`config.mk`:
```
export PLATFORM = sky130hd
export DESIGN_NAME = hsync_pfd_steer
export DESIGN_NICKNAME = d
export VERILOG_FILES = /design/src/rtl/hsync_pfd_steer_pkg.sv /design/src/rtl/ref_edge_sync.sv /design/src/rtl/line_divider.sv /design/src/rtl/tri_state_pfd.sv /design/src/rtl/hsync_pfd_steer.sv
export SDC_FILE = /design/constraint.sdc
export NUM_CORES = 1
export LEC_CHECK = 0
export ABC_AREA = 1
export CORE_MARGIN = 4
export CORE_UTILIZATION = 49
export DETAILED_ROUTE_END_ITERATION = 6
export PLACE_DENSITY = 0.79
export SYNTH_ARGS = -nofsm -noshare
export SYNTH_HDL_FRONTEND = slang
export SYNTH_SLANG_ARGS = --single-unit
```
`constraint.sdc`:
```
create_clock -name clk -period 1.33 [get_ports clk]
set_input_delay 0.133 -clock clk [delete_from_list [all_inputs] [get_ports clk]]
set_output_delay 0.133 -clock clk [all_outputs]
set_load 0.01 [all_outputs]
```
`src/rtl/hsync_pfd_steer_pkg.sv`:
```
package hsync_pfd_steer_pkg;
   // Detector state: bit 1 = raise, bit 0 = lower
   typedef enum logic [1:0] {
      PFD_IDLE = 2'b00,
      PFD_DN   = 2'b01,
      PFD_UP   = 2'b10,
      PFD_BOTH = 2'b11
   } pfd_state_e;
endpackage

```
`src/rtl/ref_edge_sync.sv`:
```
module ref_edge_sync #(
   parameter int STAGES = 2
) (
   input  logic clk,
   input  logic rst_n,
   input  logic din,
   output logic rise
);
   logic [STAGES-1:0] chain;
   logic              last_q;

   generate
      if (STAGES < 2) begin : g_bad
         $error("ref_edge_sync: STAGES must be at least 2");
      end
      for (genvar i = 0; i < STAGES; i++) begin : g_stage
         if (i == 0) begin : g_first
            always_ff @(posedge clk or negedge rst_n)
               if (!rst_n) chain[0] <= 1'b0;
               else        chain[0] <= din;
         end else begin : g_next
            always_ff @(posedge clk or negedge rst_n)
               if (!rst_n) chain[i] <= 1'b0;
               else        chain[i] <= chain[i-1];
         end
      end
   endgenerate

   always_ff @(posedge clk or negedge rst_n)
      if (!rst_n) last_q <= 1'b0;
      else        last_q <= chain[STAGES-1];

   assign rise = chain[STAGES-1] & ~last_q;
endmodule

```
`src/rtl/line_divider.sv`:
```
module line_divider #(
   parameter int DIV_W = 12
) (
   input  logic             clk,
   input  logic             rst_n,
   input  logic             locked,
   input  logic             rephase,
   input  logic [DIV_W-1:0] line_len,
   output logic             armed,
   output logic             fb_tick
);
   localparam logic [DIV_W-1:0] ONE = DIV_W'(1);

   logic [DIV_W-1:0] cnt;

   assign fb_tick = armed && (cnt >= line_len - ONE);

   always_ff @(posedge clk or negedge rst_n) begin
      if (!rst_n) begin
         armed <= 1'b0;
         cnt   <= '0;
      end else if (!locked) begin
         armed <= 1'b0;
         cnt   <= '0;
      end else if (!armed) begin
         if (rephase) begin
            armed <= 1'b1;
            cnt   <= '0;
         end
      end else begin
         cnt <= fb_tick ? '0 : cnt + ONE;
      end
   end
endmodule

```
`src/rtl/tri_state_pfd.sv`:
```
module tri_state_pfd
   import hsync_pfd_steer_pkg::*;
(
   input  logic clk,
   input  logic rst_n,
   input  logic locked,
   input  logic ref_hit,
   input  logic fb_hit,
   output logic up,
   output logic dn
);
   pfd_state_e st;

   always_ff @(posedge clk or negedge rst_n) begin
      if (!rst_n)                st <= PFD_IDLE;
      else if (!locked)          st <= PFD_IDLE;
      else if (st == PFD_BOTH)   st <= PFD_IDLE;
      else st <= pfd_state_e'({st[1] | ref_hit, st[0] | fb_hit});
   end

   assign up = st[1];
   assign dn = st[0];
endmodule

```
`src/rtl/hsync_pfd_steer.sv`:
```
module hsync_pfd_steer #(
   parameter int DIV_W       = 12,
   parameter int SYNC_STAGES = 2
) (
   input  logic             clk,
   input  logic             rst_n,
   input  logic             sync_in,
   input  logic [DIV_W-1:0] line_len,
   input  logic             frame_lock_i,
   input  logic             trs_lock_i,
   output logic             up_o,
   output logic             dn_o
);
   generate
      if (DIV_W < 2) begin : g_bad_w
         $error("hsync_pfd_steer: DIV_W must be at least 2");
      end
   endgenerate

   logic locked, ref_rise, armed, fb_tick, ref_hit;

   assign locked  = frame_lock_i & trs_lock_i;
   assign ref_hit = ref_rise & armed;

   ref_edge_sync #(.STAGES(SYNC_STAGES)) i_sync (
      .clk(clk), .rst_n(rst_n), .din(sync_in), .rise(ref_rise)
   );

   line_divider #(.DIV_W(DIV_W)) i_div (
      .clk(clk), .rst_n(rst_n), .locked(locked), .rephase(ref_rise),
      .line_len(line_len), .armed(armed), .fb_tick(fb_tick)
   );

   tri_state_pfd i_pfd (
      .clk(clk), .rst_n(rst_n), .locked(locked),
      .ref_hit(ref_hit), .fb_hit(fb_tick), .up(up_o), .dn(dn_o)
   );
endmodule

```
# [Yosys cells after proc, flatten, opt, wreduce, memory -nomap -nowiden]
# Cells that the tools add are included.
[word_totals] regBits=18 output_inout_bits=2 elab_cells=27
[classes] n_addsub=2 magnitude_cmp=1 n_eq_ne=2 muxes=9 bitwise=6 reduce_logical=1
[ops] operator="two-way mux 12 bit" n=4
[ops] operator="adder 12 x 1 -> 12 bit, second input constant" n=1
[ops] operator="greater-or-equal comparator 12 bit" n=1
[ops] operator="subtractor 12 x 1 -> 12 bit, second input constant" n=1
[ops] operator="two-way mux 2 bit" n=2
[ops] operator="AND 1 bit" n=3
[ops] operator="two-way mux 1 bit" n=3
[ops] operator="!= test 3 bit, second input constant" n=1
[ops] operator="equality test 2 bit, second input constant" n=1
[ops] operator="OR 1 bit" n=2
[ops] operator="logical AND 1 bit" n=1
[ops] operator="NOT 1 bit" n=1

# [Longest topological paths before layout]
# Gate-level depths: netlist of run 1.
[depth] ltp_word=6 depth_mapped=16 depth_no_buf=16

# [Hierarchy]
# Synthesis of run 1 repeated with hierarchy kept, for this count alone.
[hier_totals] hier_cells=220 area_unflattened_um2=1515.2
[by_module_without_submodules] mod="line_divider" n_inst=1 cells_each=203 area_each_um2=1342.5
[by_module_without_submodules] mod="ref_edge_sync" n_inst=1 cells_each=5 area_each_um2=85.1
[by_module_without_submodules] mod="tri_state_pfd" n_inst=1 cells_each=8 area_each_um2=72.6
[by_module_without_submodules] mod="hsync_pfd_steer" n_inst=1 cells_each=4 area_each_um2=15.0

# [Least setup slack after synthesis of run 1]
# No wires, ideal clock.
[synth_path] path_type="input to register" from="input port line_len[0]" to="register i_div.cnt[11]" setup_time_ns=0.125 arrival_ns=1.814 slack_ns=-0.610 stages=15 n_path_buf=1 cell_sequence="inv_1 -> ha_1 -> nand3_1 -> nor2_1 -> nand3b_1 -> xnor2_1 -> inv_1 -> ha_1 -> nand2_1 -> nor2_1 -> and2_1 -> nand2_1 -> nand4_1 -> buf_4 -> a21oi_1"
[synth_between] elab_chain_len=6
[synth_lines] element="from (decl)" line_no="hsync_pfd_steer.sv:8" rtl="input logic [DIV_W-1:0] line_len,"
[synth_lines] element="subtractor 12 x 1 -> 12 bit" line_no="line_divider.sv:16" rtl="assign fb_tick = armed && (cnt >= line_len - ONE);"
[synth_lines] element="greater-or-equal comparator 12 bit" line_no="line_divider.sv:16"
[synth_lines] element="logical AND 1 bit" line_no="line_divider.sv:16"
[synth_lines] element="two-way mux 12 bit" line_no="line_divider.sv:31" rtl="cnt <= fb_tick ? '0 : cnt + ONE;"
[synth_lines] element="two-way mux 12 bit" line_no="line_divider.sv:25" rtl="end else if (!armed) begin"
[synth_lines] element="two-way mux 12 bit" line_no="line_divider.sv:22" rtl="end else if (!locked) begin"
[synth_lines] element="to (signal assigned)" line_no="line_divider.sv:31"
[synth_lines] element="to (decl)" line_no="line_divider.sv:14" rtl="logic [DIV_W-1:0] cnt;"
# No other way between the ends.
# A chain may end at the register's enable or synchronous reset.

# [Final worst setup path of run 1]
[layout_path] from="input port line_len[3]" to="register i_div.cnt[3]"
# The elaborated chain is that of the path after synthesis.

==> run summary, run 1 <==
Die area -> 3810 sq um
Multiplexer share of the synthesized area -> 0%
Worst EP arrival -> 2.17 ns
Final Util -> 78.4%
Synth top area share -> 31.8%
Worst VDD drop -> 1.01 mV
Final WS setup -> -0.612 ns
Cells after Synth -> 186
Synth Area in Compound Gates -> 7.77%
DRC -> 0
Final period util -> 146%
Pint -> 851 uW
Post-Synth Simple-Gate Area -> 28.7%
CTS max path bufs -> 2
Placed instance count -> 260
FMAX -> 515 MHz
Outcome -> complete, but fails checks
Largest area contributor in the netlist -> dfrtp_1
Worst-case clock skew -> 0.00779 ns
CTS tree -> built
Io pins -> 19
Vias -> 1,438
Clk pwr share -> 29.8%
Worst-margin pin slew -> 0.310 ns
Final Instance Area -> 2160 sq um
Crit. End Element -> flop
Mapped Nets -> 217
Max Cap Violations -> 0
Cell Pwr Density -> 539 nW/um^2
Initial antenna violation count -> 0
Sw frac -> 27.0%
Initial Util -> 51.4%
WL/cell -> 14.2 microns
HPWL after detailed placement -> 2.50 mm
Power share of the combinational group -> 22.4%
Failing checks -> setup timing
Hold crit path type -> in2async
Seq/Total Area, Yosys -> 31.8%
Ys Warns -> 0
Worst Path Max Fanout -> 6
Largest net degree at the start of global routing -> 19
Final Setup Violations -> 13
Avg Inst Size Synth -> 7.61 sq um
Clk sink count -> 18
Worst skew pair latency -> 0.30 ns
Area post-placement -> 1880 sq um
Num rows -> 19
Post-synth cell types -> 26
Vias per cell -> 5.25
Antenna-violating nets left -> 0
Num CTS Buffers -> 3
Routed WL -> 3.89 mm
Hold Worst Slack -> 0.137 ns
Area of the core -> 2760 sq um
Cell types occupying the most area after synthesis -> dfrtp_1 32%, nand2_1 12%, ha_1 12%
Synth Area in XOR/XNOR -> 10.5%
Clock-pin slew on the worst setup and hold paths -> 0.11 ns
Crit path launch type -> input pin
Sw power -> 315 uW
Cell Area, Synth -> 1420 sq um
Leakage Power -> 0.00105 uW
Starting DRT DRC Count -> 36
Gr usage total -> 22.5%
H-tree Lvls -> 1
Min cycle time layout -> 1.94 ns
Worst EP required -> 1.56 ns
Largest family of logic cells by synthesized area -> simple AND/OR/NAND/NOR gates
Nets -> 275
First-pass GRT wire length -> 6.24 mm
Tot Pwr -> 1170 uW
DIE HEIGHT -> 61.8 microns
Die width -> 61.8 microns
Layout cell share with drive strength beyond 1 -> 37.0%
Drt first pass iters -> 4
Gpl congestion -> 0.912
Hold buffer count at cts -> 0
Final Max Slew Viols -> 0
Final hold violation count -> 0
Post-route insts no fill -> 274
Area growth, synth to finish -> 52.6%
Synth Area in Adders -> 12.4%
Seq pwr share -> 47.8%
Setup Crit Path Kind -> in2reg
Number of global-route vias before repair -> 1,431
Synthesized flop and latch total -> 18
Ant diodes -> 0
Port Buffers -> 18
RSZ-0062 raised after global routing -> yes
Normalized max-slew margin -> 79.3%
Grt total ovfl -> 0
Root buf cell -> clkbuf_4
[cell usage after synthesis]
| cell | instances |
|---|---|
| nor3_1 | 1 |
| inv_2 | 1 |
| dfrtp_1 | 18 |
| o21ai_0 | 1 |
| xnor2_1 | 8 |
| nor3_4 | 2 |
| nand2_1 | 47 |
| buf_4 | 1 |
| ha_1 | 14 |
| nor2_1 | 16 |
| and2_1 | 1 |
| o21ai_1 | 4 |
| a21oi_1 | 8 |
| o21bai_2 | 1 |
| nand3_2 | 2 |
| nor3_2 | 1 |
| xor2_1 | 9 |
| a21boi_0 | 1 |
| nand2_2 | 2 |
| nand3_1 | 9 |
| buf_2 | 1 |
| nor4_1 | 1 |
| nand3b_1 | 1 |
| inv_1 | 29 |
| a21oi_2 | 3 |
| nand4_1 | 4 |
[per-layer routing]
metal | routed length (microns) | share of wire [%] | GRT usage (%) | vias to the layer above
met2 | 2110 | 54 | 39.3 | 39
met4 | 54 | 1.4 | 9.70 | 0
li1 | - | - | - | 700
met3 | 171 | 4.4 | 5.79 | 6
met5 | 0 | 0 | 0 | -
met1 | 1560 | 40 | 25.8 | 693
[worst max-delay path, cell delays in order]
cell and delay (ns):
buf_8 0.10, buf_4 0.14, nor2_4 0.13, nand3_4 0.09, nor2_2 0.11, nand3b_1 0.10
xnor2_1 0.16, inv_1 0.10, ha_4 0.25, nand2_4 0.08, inv_1 0.05, a21oi_2 0.16
nand4_1 0.21, buf_6 0.22, a21boi_2 0.15
[sequential cells by signal (all words and copies together) (netlist names)]
name / count
i_div.armed: 1
i_div.cnt: 12
i_sync.chain: 2
i_sync.last_q: 1
i_pfd.st: 2
[power by group through the flow]
stage	sequential (uW)	clock, uW	combinational [uW]
floorplan	567	0	88.4
global placement	567	0	200
detailed placement	567	0	208
CTS	556	363	231
global route	558	388	290
finish	557	348	261
[through the flow]
step	worst slack [ns]	setup TNS (ns)
global route	-0.725	-9.06
CTS	-0.675	-7.46
floorplan	-0.526	-6.47
detailed placement	-1.35	-16.44
global placement	-1.19	-14.98
finish	-0.612	-7.56
[cells in the final DEF (no fill, tap or decap), types with 2 or more instances in the layout]
cell and n:
inv_2 3, a21oi_1 3, buf_6 6, dlygate4sd2_1 6
nand2_2 6, o21ai_2 2, nand3_2 3, nand3_4 2
nand4_1 4, xor2_1 9, a21oi_2 7, nor3_4 3
o21ai_1 2, nor2_4 6, nand3_1 6, dfrtp_1 18
inv_1 26, clkbuf_4 3, ha_4 3, clkdlybuf4s50_1 5
nor2_1 9, nand2_1 42, xnor2_1 8, ha_1 11
buf_8 2, buf_4 33
[timing repair]
| action | in CTS | in global routing |
|---|---|---|
| pin swaps | 21 | 16 |
| endpoints found under the setup margin | 15 | 13 |
| gates cloned | 1 | 0 |
| buffers inserted | 3 | 7 |
| resized for setup | 60 | 21 |
[cell families after synthesis]
family / Yosys count
AO/OA/AOI/OAI: 18
XOR/XNOR: 17
AND/OR/NAND/NOR: 87
adder cells (fa/ha/maj): 14
flip-flops: 18
buffers and inverters: 32
[layout make-up]
cell class	count	area [sq um]
timing repair buffer	55	494
sequential	18	450
tap	31	38.8
multi-input combinational	136	1030
fill	162	596
inverter	30	116
clock buffer	4	36.3
[worst paths after layout]
kind | startpoint | endpoint | slack (ns) | cells after the start
max | line_len[3] | i_div.cnt[3] | -0.61 | 15
min | rst_n | i_div.cnt[9] | 0.14 | 2
max reg2reg | i_div.cnt[3] | i_div.cnt[3] | -0.43 | 9
min reg2reg | i_sync.chain[0] | i_sync.chain[1] | 0.36 | 0
max in group asynchronous | rst_n | i_div.cnt[5] | 0.99 | 2
min in group clk | sync_in | i_sync.chain[0] | 0.26 | 1
Note: power is estimated with default switching activity, not from simulation.
==> run 2: changes to the inputs <==
- PLACE_DENSITY: 0.79 -> 0.75
==> run summary, run 2 (synthesized netlist as in run 1, its figures left out) <==
Final period util -> 151% (+5.1 points)
Critical path origin -> line_len[0]
Crit. End Element -> flop
Cell Pwr Density -> 541 nW/um^2 (+0.34%)
Drt first pass iters -> 4 (unchanged)
Leakage Power -> 0.00108 uW (+3.0%)
Final hold violation count -> 0 (unchanged)
Worst VDD drop -> 0.772 mV (-23%)
Placed instance count -> 261 (+0.38%)
Final Setup Violations -> 13 (unchanged)
Min cycle time layout -> 2.01 ns (+0.0682 ns)
Normalized max-slew margin -> 83.0% (+3.7 points)
Worst path top cell family by delay -> simple AND/OR/NAND/NOR gates
Final WS setup -> -0.680 ns (-0.0682 ns)
WL/cell -> 14.9 microns (+4.9%)
Outcome -> complete, but fails checks
Vias -> 1,437 (-0.070%)
Total negative slack -> -8.19 ns (-0.636 ns)
Setup Crit Path Kind -> in2reg
Clk sink count -> 18 (unchanged)
Largest net degree at the start of global routing -> 19 (unchanged)
Nets -> 275 (unchanged)
Starting DRT DRC Count -> 43 (+19%)
Bufs and invs on worst path -> 5 (unchanged)
Worst EP arrival -> 2.24 ns (+0.07 ns)
Num rows -> 19 (unchanged)
Clock-pin slew on the worst setup and hold paths -> 0.10 ns (about the same)
Largest Register -> i_div.cnt
Area of the core -> 2760 sq um (unchanged)
# fillers -> 184 (+14%)
Grt total ovfl -> 0 (unchanged)
Area growth, synth to finish -> 52.0%
Worst-margin pin slew -> 0.253 ns (-0.0561 ns)
Port Buffers -> 18 (unchanged)
H-tree Lvls -> 1 (unchanged)
Final Max Slew Viols -> 0 (unchanged)
Gr usage total -> 23.7% (+1.3 points)
Crit path launch type -> input pin
CP max stage delay -> 0.34 ns (+0.09 ns)
Failing checks -> setup timing
Post-route insts no fill -> 274 (unchanged)
Routed WL -> 4.08 mm (+4.9%)
Num CTS Buffers -> 3 (unchanged)
Die width -> 61.8 microns (unchanged)
Most common cell after layout, fill and taps aside -> nand2_1
Worst skew pair latency -> 0.30 ns (about the same)
Gpl congestion -> 0.862 (-5.5%)
Most frequent cells in the layout -> 41 x nand2_1, 34 x buf_4, 26 x inv_1, 18 x dfrtp_1, 12 x ha_1
Tot Pwr -> 1170 uW (about the same)
Worst-case clock skew -> 0.00201 ns (-0.00579 ns)
CTS tree -> built
Largest registers -> i_div.cnt: 12 flops, i_pfd.st: 2 flops, i_sync.chain: 2 flops
Slowest cell on crit path -> ha_1
Initial Util -> 51.4% (unchanged)
HPWL after detailed placement -> 2.82 mm (+13%)
Io pins -> 19 (unchanged)
First-pass GRT wire length -> 6.51 mm (+4.3%)
Crit-path cells -> buf_6 > clkinvlp_4 > ha_4 > nand3_4 > nor2_1 > nand3b_1 > xnor2_1 > inv_1 > ha_1 > nand2_4 > inv_1 > a21oi_2 > nand4_1 > buf_6 > a21oi_4
Ant diodes -> 0 (unchanged)
Worst Path Max Fanout -> 6 (unchanged)
Hold crit path type -> in2async
CTS max path bufs -> 2 (unchanged)
R2R Path Start -> i_div.cnt[3]
DIE HEIGHT -> 61.8 microns (unchanged)
RSZ-0062 raised after global routing -> yes
Worst EP required -> 1.56 ns (about the same)
FMAX -> 498 MHz (-3.4%)
Initial antenna violation count -> 0 (unchanged)
Max Cap Violations -> 0 (unchanged)
DRC -> 0 (unchanged)
Max reg flops -> 12 (unchanged)
Root buf cell -> clkbuf_4
Layout cell share with drive strength beyond 1 -> 37.0% (unchanged)
Vias per cell -> 5.24 (about the same)
Antenna-violating nets left -> 0 (unchanged)
Number of global-route vias before repair -> 1,533 (+7.1%)
Die area -> 3810 sq um (unchanged)
run 2: changes by cell type in the layout (fill, tap and decap cells not counted), moves of 2 or more:
| cell | delta |
|---|---|
| a21oi_2 | -3 |
| o21ai_1 | -2 |
| buf_2 | +3 |
| buf_8 | -2 |
| buf_6 | -2 |
| nor2_1 | +2 |
| a21oi_4 | +2 |
run 2: worst paths after layout:
kind / slack (ns) / depth (start not counted) / endpoint
setup / recovery: -0.68 / 15 / i_div.cnt[8]
hold / removal: 0.14 / 2 / i_div.cnt[9]
setup reg to reg: -0.48 / 9 / i_div.cnt[8]
hold reg to reg: 0.38 / 0 / i_sync.chain[1]
max in group asynchronous: 1.00 / 2 / i_div.cnt[7]
min in group clk: 0.26 / 1 / i_sync.chain[0]
run 2: area by class of cell:
type                    count  area, sq um  area share [%]
well taps                  31         38.8            1.80
flip-flops and latches     18          450            20.9
inverters                  30          116            5.40
repair buffers             55          467            21.7
clock buffers               4         36.3            1.69
multi-input cells         136         1040            48.5
run 2: metrics by stage:
stage	worst slack (ns)	hold slack [ns]	util, %	area [sq um]
2_1_floorplan	-0.526	-0.163	-	1460
3_3_place_gp	-1.17	0.334	68.5	1890
3_5_place_dp	-1.30	0.351	68.5	1890
4_1_cts	-0.649	0.153	76.5	2110
5_1_grt	-0.804	0.161	78.1	2150
6_report	-0.680	0.142	78.1	2150
run 2: report_power, final:
group / internal [uW] / switching [uW]
Sequential: 553 / 3.19
Clock: 167 / 178
Combinational: 127 / 137
run 2: worst reg2reg max path: cells and delay by family (launching register included):
kind / cells / cell delay (ns)
fa+ha+maj: 1 / 0.32
compound gates: 1 / 0.13
flops: 1 / 0.42
buf+inv: 1 / 0.22
simple gates: 6 / 0.65
run 2: metal layers:
metal	global-route usage (%)	wire [microns]
met5	0	0
met4	8.18	115
met3	6.20	168
met2	44.4	2190
met1	25.6	1610
run 2: what timing repair did:
item,4_1_cts,5_1_grt
gates resized for setup,56,18
cloned,1,0
pin swaps,22,14
buffers inserted,7,2
hold buffers,0,0
setup endpoints to repair,14,14
